$ cat src/rtl/fsr_pkg.sv
package fsr_pkg;
  localparam int unsigned SR_W = 16;
  localparam int unsigned LB_W = 3;
  localparam int unsigned BP_W = 3;

  localparam int unsigned B_BUSY = 0;
  localparam int unsigned B_WEL  = 1;
  localparam int unsigned B_BP   = 2;
  localparam int unsigned B_TB   = B_BP + BP_W;
  localparam int unsigned B_SEC  = B_TB + 1;
  localparam int unsigned B_SRP0 = B_SEC + 1;
  localparam int unsigned B_SRP1 = B_SRP0 + 1;
  localparam int unsigned B_QE   = B_SRP1 + 1;
  localparam int unsigned B_RSV  = B_QE + 1;
  localparam int unsigned B_LB   = B_RSV + 1;
  localparam int unsigned B_CMP  = B_LB + LB_W;
  localparam int unsigned B_SUS  = B_CMP + 1;

  typedef enum logic [3:0] {
    CMD_NONE, CMD_WREN, CMD_WRDI, CMD_WRSR, CMD_PROG,
    CMD_ERASE, CMD_SUSPEND, CMD_RESUME, CMD_ENTER_QPI
  } fsr_cmd_e;

  typedef enum logic [1:0] {
    PM_SOFT = 2'b00, PM_PIN = 2'b01, PM_LOCKDOWN = 2'b10, PM_OTP = 2'b11
  } fsr_pmode_e;

  typedef struct packed {
    logic            cmp;
    logic [LB_W-1:0] lb;
    logic            qe;
    logic [1:0]      srp;
    logic            sec;
    logic            tb;
    logic [BP_W-1:0] bp;
  } fsr_nv_t;

  function automatic fsr_nv_t merge_nv(fsr_nv_t cur, logic [SR_W-1:0] d, logic keep_qe);
    fsr_nv_t n;
    n.cmp = d[B_CMP];
    n.lb  = cur.lb | d[B_LB +: LB_W];
    n.qe  = d[B_QE] | (keep_qe & cur.qe);
    n.srp = {d[B_SRP1], d[B_SRP0]};
    n.sec = d[B_SEC];
    n.tb  = d[B_TB];
    n.bp  = d[B_BP +: BP_W];
    return n;
  endfunction

  function automatic logic [SR_W-1:0] pack_sr(fsr_nv_t nv, logic sus, logic wel, logic busy);
    logic [SR_W-1:0] s;
    s = '0;
    s[B_SUS]          = sus;
    s[B_CMP]          = nv.cmp;
    s[B_LB +: LB_W]   = nv.lb;
    s[B_QE]           = nv.qe;
    s[B_SRP1]         = nv.srp[1];
    s[B_SRP0]         = nv.srp[0];
    s[B_SEC]          = nv.sec;
    s[B_TB]           = nv.tb;
    s[B_BP +: BP_W]   = nv.bp;
    s[B_WEL]          = wel;
    s[B_BUSY]         = busy;
    return s;
  endfunction
endpackage

$ cat src/rtl/fsr_cmd_sel.sv
module fsr_cmd_sel
  import fsr_pkg::*;
(
  input  logic     wren_i,
  input  logic     wrdi_i,
  input  logic     wrsr_i,
  input  logic     prog_i,
  input  logic     erase_i,
  input  logic     suspend_i,
  input  logic     resume_i,
  input  logic     enter_qpi_i,
  output fsr_cmd_e cmd_o
);
  // fixed priority when strobes collide: suspend first
  always_comb begin
    if (suspend_i)        cmd_o = CMD_SUSPEND;
    else if (resume_i)    cmd_o = CMD_RESUME;
    else if (wrsr_i)      cmd_o = CMD_WRSR;
    else if (prog_i)      cmd_o = CMD_PROG;
    else if (erase_i)     cmd_o = CMD_ERASE;
    else if (wrdi_i)      cmd_o = CMD_WRDI;
    else if (wren_i)      cmd_o = CMD_WREN;
    else if (enter_qpi_i) cmd_o = CMD_ENTER_QPI;
    else                  cmd_o = CMD_NONE;
  end
endmodule

$ cat src/rtl/fsr_access.sv
module fsr_access
  import fsr_pkg::*;
(
  input  logic [1:0] srp_i,
  input  logic       qe_i,
  input  logic       qpi_i,
  input  logic       wp_ni,
  output logic       permit_o
);
  fsr_pmode_e mode;
  logic       pin_live;

  assign mode     = fsr_pmode_e'(srp_i);
  // pin is a data line once quad I/O is enabled
  assign pin_live = !qe_i && !qpi_i;

  always_comb begin
    unique case (mode)
      PM_SOFT:     permit_o = 1'b1;
      PM_PIN:      permit_o = !pin_live || wp_ni;
      PM_LOCKDOWN: permit_o = 1'b0;
      default:     permit_o = 1'b0;
    endcase
  end
endmodule

$ cat src/rtl/fsr_state.sv
module fsr_state
  import fsr_pkg::*;
(
  input  logic            clk_i,
  input  logic            rst_ni,
  input  logic            pwr_cycle_i,
  input  logic            op_done_i,
  input  fsr_cmd_e        cmd_i,
  input  logic [SR_W-1:0] wr_data_i,
  input  logic            wr_permit_i,
  input  logic            wp_ni,
  output logic            accept_o,
  output fsr_nv_t         nv_o,
  output logic            wel_o,
  output logic            busy_o,
  output logic            sus_o,
  output logic            qpi_o
);
  fsr_nv_t nv_q;
  logic    wel_q, busy_q, busy_pe_q, sus_q, qpi_q;
  logic    acc;

  always_comb begin
    unique case (cmd_i)
      CMD_WREN, CMD_WRDI:  acc = !busy_q;
      CMD_WRSR:            acc = !busy_q && wel_q && wr_permit_i;
      CMD_PROG, CMD_ERASE: acc = !busy_q && wel_q;
      CMD_SUSPEND:         acc = busy_q && busy_pe_q && !sus_q;
      CMD_RESUME:          acc = !busy_q && sus_q;
      CMD_ENTER_QPI:       acc = !busy_q && nv_q.qe;
      default:             acc = 1'b0;
    endcase
    if (pwr_cycle_i) acc = 1'b0;
  end

  always_ff @(posedge clk_i or negedge rst_ni) begin
    if (!rst_ni) begin
      nv_q      <= '0;
      wel_q     <= 1'b0;
      busy_q    <= 1'b0;
      busy_pe_q <= 1'b0;
      sus_q     <= 1'b0;
      qpi_q     <= 1'b0;
    end else if (pwr_cycle_i) begin
      wel_q     <= 1'b0;
      busy_q    <= 1'b0;
      busy_pe_q <= 1'b0;
      sus_q     <= 1'b0;
      qpi_q     <= 1'b0;
      if (nv_q.srp == PM_LOCKDOWN) nv_q.srp <= PM_SOFT;
    end else begin
      if (op_done_i && busy_q) begin
        busy_q    <= 1'b0;
        busy_pe_q <= 1'b0;
      end
      unique case (cmd_i)
        CMD_WREN: if (acc) wel_q <= 1'b1;
        CMD_WRDI: if (acc) wel_q <= 1'b0;
        CMD_WRSR: begin
          if (!busy_q) wel_q <= 1'b0;
          if (acc) begin
            nv_q      <= merge_nv(nv_q, wr_data_i, qpi_q);
            busy_q    <= 1'b1;
            busy_pe_q <= 1'b0;
          end
        end
        CMD_PROG, CMD_ERASE: if (acc) begin
          wel_q     <= 1'b0;
          busy_q    <= 1'b1;
          busy_pe_q <= 1'b1;
        end
        CMD_SUSPEND: if (acc) begin
          sus_q  <= 1'b1;
          busy_q <= 1'b0;
        end
        CMD_RESUME: if (acc) begin
          sus_q     <= 1'b0;
          busy_q    <= 1'b1;
          busy_pe_q <= 1'b1;
        end
        CMD_ENTER_QPI: if (acc) qpi_q <= 1'b1;
        default: ;
      endcase
    end
  end

  assign accept_o = acc;
  assign nv_o     = nv_q;
  assign wel_o    = wel_q;
  assign busy_o   = busy_q;
  assign sus_o    = sus_q;
  assign qpi_o    = qpi_q;


  for (genvar i = 0; i < LB_W; i++) begin : g_lb_chk
    lb_sticky_chk: assert property (@(posedge clk_i) disable iff (!rst_ni)
      nv_q.lb[i] |=> nv_q.lb[i]);
  end


  otp_mode_chk: assert property (@(posedge clk_i) disable iff (!rst_ni)
    (nv_q.srp == PM_OTP) |=> (nv_q.srp == PM_OTP));


  lockdown_hold_chk: assert property (@(posedge clk_i) disable iff (!rst_ni)
    (nv_q.srp == PM_LOCKDOWN && !pwr_cycle_i) |=> (nv_q.srp == PM_LOCKDOWN));


  busy_nv_stable_chk: assert property (@(posedge clk_i) disable iff (!rst_ni)
    (busy_q && !pwr_cycle_i) |=> $stable(nv_q));


  busy_hold_chk: assert property (@(posedge clk_i) disable iff (!rst_ni)
    (busy_q && !pwr_cycle_i && !op_done_i && cmd_i != CMD_SUSPEND) |=> busy_q);


  sus_hold_chk: assert property (@(posedge clk_i) disable iff (!rst_ni)
    (sus_q && !pwr_cycle_i && cmd_i != CMD_RESUME) |=> sus_q);


  qpi_needs_qe_chk: assert property (@(posedge clk_i) disable iff (!rst_ni)
    qpi_q |-> nv_q.qe);


  wp_block_chk: assert property (@(posedge clk_i) disable iff (!rst_ni)
    (cmd_i == CMD_WRSR && !busy_q && !pwr_cycle_i && nv_q.srp == PM_PIN &&
     !nv_q.qe && !qpi_q && !wp_ni) |=> !busy_q);
endmodule

$ cat src/rtl/flash_status_ctrl.sv
module flash_status_ctrl
  import fsr_pkg::*;
(
  input  logic            clk_i,
  input  logic            rst_ni,
  input  logic            pwr_cycle_i,
  input  logic            wren_i,
  input  logic            wrdi_i,
  input  logic            wrsr_i,
  input  logic [SR_W-1:0] wr_data_i,
  input  logic            prog_i,
  input  logic            erase_i,
  input  logic            suspend_i,
  input  logic            resume_i,
  input  logic            enter_qpi_i,
  input  logic            wp_ni,
  input  logic            op_done_i,
  output logic [SR_W-1:0] status_o,
  output logic            qpi_mode_o,
  output logic            cmd_accept_o
);
  fsr_cmd_e cmd;
  fsr_nv_t  nv;
  logic     permit, wel, busy, sus, qpi;

  fsr_cmd_sel u_sel (
    .wren_i      (wren_i),
    .wrdi_i      (wrdi_i),
    .wrsr_i      (wrsr_i),
    .prog_i      (prog_i),
    .erase_i     (erase_i),
    .suspend_i   (suspend_i),
    .resume_i    (resume_i),
    .enter_qpi_i (enter_qpi_i),
    .cmd_o       (cmd)
  );

  fsr_access u_access (
    .srp_i    (nv.srp),
    .qe_i     (nv.qe),
    .qpi_i    (qpi),
    .wp_ni    (wp_ni),
    .permit_o (permit)
  );

  fsr_state u_state (
    .clk_i       (clk_i),
    .rst_ni      (rst_ni),
    .pwr_cycle_i (pwr_cycle_i),
    .op_done_i   (op_done_i),
    .cmd_i       (cmd),
    .wr_data_i   (wr_data_i),
    .wr_permit_i (permit),
    .wp_ni       (wp_ni),
    .accept_o    (cmd_accept_o),
    .nv_o        (nv),
    .wel_o       (wel),
    .busy_o      (busy),
    .sus_o       (sus),
    .qpi_o       (qpi)
  );

  assign status_o   = pack_sr(nv, sus, wel, busy);
  assign qpi_mode_o = qpi;
endmodule

$ cat config.mk
export PLATFORM = sky130hd
export DESIGN_NAME = flash_status_ctrl
export DESIGN_NICKNAME = d
export VERILOG_FILES = /design/src/rtl/fsr_pkg.sv /design/src/rtl/fsr_cmd_sel.sv /design/src/rtl/fsr_access.sv /design/src/rtl/fsr_state.sv /design/src/rtl/flash_status_ctrl.sv
export SDC_FILE = /design/constraint.sdc
export NUM_CORES = 1
export LEC_CHECK = 0
export ABC_AREA = 0
export BUFFER_PORTS_ARGS = -buffer_cell sky130_fd_sc_hd__buf_2
export CORE_AREA = 2 2 64 48
export CTS_BUF_LIST = sky130_fd_sc_hd__clkbuf_16
export CTS_CLUSTER_SIZE = 20
export DETAILED_ROUTE_END_ITERATION = 10
export DIE_AREA = 0 0 66 50
export HOLD_SLACK_MARGIN = 0.05
export PLACE_DENSITY = 0.82
export SKIP_CTS_REPAIR_TIMING = 1
export SLEW_MARGIN = 20
export SYNTH_ARGS = -nofsm -noshare
export SYNTH_HDL_FRONTEND = slang
export SYNTH_SLANG_ARGS = --single-unit
$ cat constraint.sdc
create_clock -name clk_i -period 1.9 [get_ports clk_i]
set_input_delay 0.095 -clock clk_i [delete_from_list [all_inputs] [get_ports clk_i]]
set_output_delay 0.095 -clock clk_i [all_outputs]
set_load 0.02 [all_outputs]
==> results.txt <==
----------------------------------------------------
[Outcome]
  Result of the run ... finished, violations left
  Violated checks ... negative setup slack

[Finish]
  Relative area change from synthesis to final layout ... 63.0%
  Most used cells in the layout excluding fill and tap cells ... 38 x buf_2, 31 x buf_4, 17 x dfrtp_1
  Fraction of the core area covered by cells at the end of the flow ... 0.635
  Most common cell after layout, fill and taps aside ... buf_2
  Count of nets after finishing ... approximately 200
  Fraction of final layout cells sized beyond drive strength 1 ... 0.596
  Total inserted antenna cells ... 0
  Filler Cell Count ... 205

[Drt]
  Via density per instance ... 5.93
  Final ANT Viol Nets ... 0
  Iteration count of the initial detailed-routing pass ... 4
  WL per Instance ... between 15 and 20 um
  Via Count ... 1,228
  Drt first-iter violations ... 115
  Total wire length ... 3930 um
  DRC violation count after routing ... 0

[Placed design]
  HPWL after detailed placement ... 2650 um
  Buffers added on ports ... 41
  Pre-CTS setup slack ... -0.480 ns
  GPL Wtd Cong ... 0.967

[Setup path]
  Cell-by-cell listing of the critical path ... buf_6 -> or4_4 -> or4_4 -> a211o_4 -> a211oi_4 -> buf_6 -> mux2_4
  Worst EP arrival ... 2.30 ns
  Crit-path slowest cell ... or4_4
  Critical path endpoint category ... register
  Max incr delay on CP ... approximately 0.54 ns
  Launching element type of the critical path ... input pin
  Required time of the critical path ... 2.03 ns
  Max FO, Critical Path ... 7
  Crit Path Category ... in2reg
  Delay-heaviest family, CP ... simple AND/OR/NAND/NOR gates
  Total buffers and inverters traversed by the critical path ... 2

[Yosys]
  Complex-gate fraction of the synthesized area ... 0.265
  Number of enable flip-flop cells after synthesis ... 0
  Synth Area in Adders ... 0
  Post-synthesis instance area ... 1040 um2
  Most area-hungry cell type in the Yosys netlist ... dfrtp_1
  Instance count of the mapped netlist ... 100
  Dominant combinational cell family by area after synthesis ... compound AO/OA/AOI/OAI gates
  Sequential area share after synthesis ... 0.407
  Net Count, Synth ... 129
  Post-Syn Area per Cell ... between 10 and 15 um2
  Yosys reg bits ... 17
  Synth Area in XOR/XNOR ... 0
  Mux cell area share after synthesis ... 0.0934
  Flip-flop cell with the highest count after synthesis ... dfrtp_1
  Simple logic cell fraction of the synthesized area ... 0.145
  Post-synth cell types ... 42
  Yosys warnings ... 0
  Leading post-synthesis cells by cell area ... dfrtp_1 41%, mux2_4 7.2%, buf_4 3.6%, a2111oi_0 2.5%, o32ai_1 2.5%
  Top-area cell type share of the netlist area ... 0.407
  Proportion of register bits with asynchronous set or reset after synthesis ... 1.00

[Power and ir drop]
  Clock power share ... 0.331
  Power per cell area ... 754 nW/um2
  Peak supply drop ... 0.000536 V
  Overall power consumption ... roughly 1.3 mW
  Net switching power of the design ... 396 uW
  Leakage ... roughly 0.85 nW
  Sw Share ... 0.308
  Internal power contribution ... 889 uW
  Sequential fraction of design power ... 0.355
  Relative contribution of combinational cells to total power ... 0.314

[Global routing]
  Wire length of the first global-routing pass ... around 5300 um
  Via count of the first global-routing pass ... 1,097
  Largest net degree at the start of global routing ... 18
  Aggregate global routing overflow ... 0
  Total track usage ... 0.214
  Initial antenna violation count ... 0

[Timing]
  Period utilisation layout ... 1.14
  Endpoints failing setup ... 18
  Worst-case headroom to the max-slew limit ... 0.513
  Max-slew violations ... 0
  Highest attainable clock frequency ... 0.462 GHz
  Post-route clock skew ... a little under 0.001 ns
  Hold Fails Final Rpt ... 0
  Setup slack of the critical path after layout ... -0.265 ns
  TNS Setup ... -3.04 ns
  Min cycle time layout ... 2.17 ns
  Setup repair after global routing missed its margin ... true
  Transition time at the pin with the least slew margin ... roughly 0.73 ns

[Die]
  Die ar. ... about 3300 um2
  Initial cell density of the core ... 0.389
  Placeable core region ... around 2700 um2
  Horizontal die dimension ... 66 um
  Height of the die ... ~50 um
  I/O Pins ... 47
  Row count ... 16

[Clocking]
  Clock transition at the register clock pins on the worst setup and hold paths after CTS ... roughly 0.05 ns
  Clock net sink count ... 17
  H-tree Lvls ... 1
  Clock latency on the worst-skew pair ... between 0.2 and 0.3 ns
  Root cell of the clock tree ... clkbuf_16
  Maximum buffer depth of the clock tree ... 2
  CTS tree ... built
  Num CTS Buffers ... 3

[Hold path]
  Min-delay worst type ... in2reg

[Flow run]
  Number of max-capacitance violations reported ... 0

----------------------------------------------------
==> synthesized netlist by cell type, types with 2 or more instances <==
cell,number
a21o_1,3
clkbuf_1,3
nor2b_1,2
mux2_4,5
a2111oi_0,3
nor2_1,5
inv_1,5
or4_4,2
a211oi_1,3
nand2b_1,2
a21oi_1,5
o211ai_1,2
buf_6,2
mux2_1,2
o32ai_1,3
nand3_1,2
nand2_1,5
buf_4,5
a211o_1,2
dfrtp_1,17
==> path summary, 6_finish.rpt <==
path	from	slack [ns]	cells past startpoint	end
worst max register to register	u_state.wel_o	-0.11	8	u_state.nv_o[7]
worst min register to register	u_state.nv_o[10]	0.46	1	u_state.nv_o[10]
worst max-delay path	wrdi_i	-0.27	7	u_state.nv_o[1]
min in group asynchronous	rst_ni	0.30	2	u_state.nv_o[3]
worst min-delay path	wr_data_i[13]	0.05	2	u_state.nv_o[10]
max in group asynchronous	rst_ni	1.33	2	u_state.nv_o[9]
==> registers in the layout, summed over array words and instances (netlist names) <==
register and count:
u_state.qpi_o 1, u_state.busy_pe_q 1, u_state.sus_o 1, u_state.nv_o 12, u_state.busy_o 1, u_state.wel_o 1
==> power by group through the flow <==
stage / clock network (mW) / logic, mW / registers [mW]
4_1_cts: 0.428 / 0.356 / 0.452
3_5_place_dp: 0 / 0.353 / 0.457
3_3_place_gp: 0 / 0.338 / 0.452
2_1_floorplan: 0 / 0.147 / 0.510
5_1_grt: 0.446 / 0.423 / 0.461
6_report: 0.426 / 0.403 / 0.456
==> stage by stage <==
stage          hold WS [ns]  instance area (um2)  instances
2_1_floorplan        -0.201                 1050        100
3_3_place_gp         0.0278                 1430        194
3_5_place_dp         0.0326                 1430        194
4_1_cts              -0.228                 1510        198
5_1_grt              0.0559                 1700        207
6_report             0.0520                 1700        207
==> cell families after synthesis <==
group,count (synthesis)
buf+inv,15
compound gates,34
simple gates,26
flops,17
other cells,1
mux,7
==> metal layers <==
metal	wire [um]	GRT usage
met2	1890	0.370
met4	200	0.0952
met1	1450	0.246
met3	395	0.0594
met5	0	0
==> layout make-up <==
type / count / area [um2] / area share
multi-input combinational: 68 / 622 / 0.365
sequential: 17 / 425 / 0.250
clock buffer: 3 / 75.1 / 0.0441
tap: 36 / 45.0 / 0.0265
inverter: 5 / 18.8 / 0.0110
timing repair buffer: 77 / 512 / 0.301
clock inverter: 1 / 5.00 / 0.00294
Power figures use the tool's default switching activity.
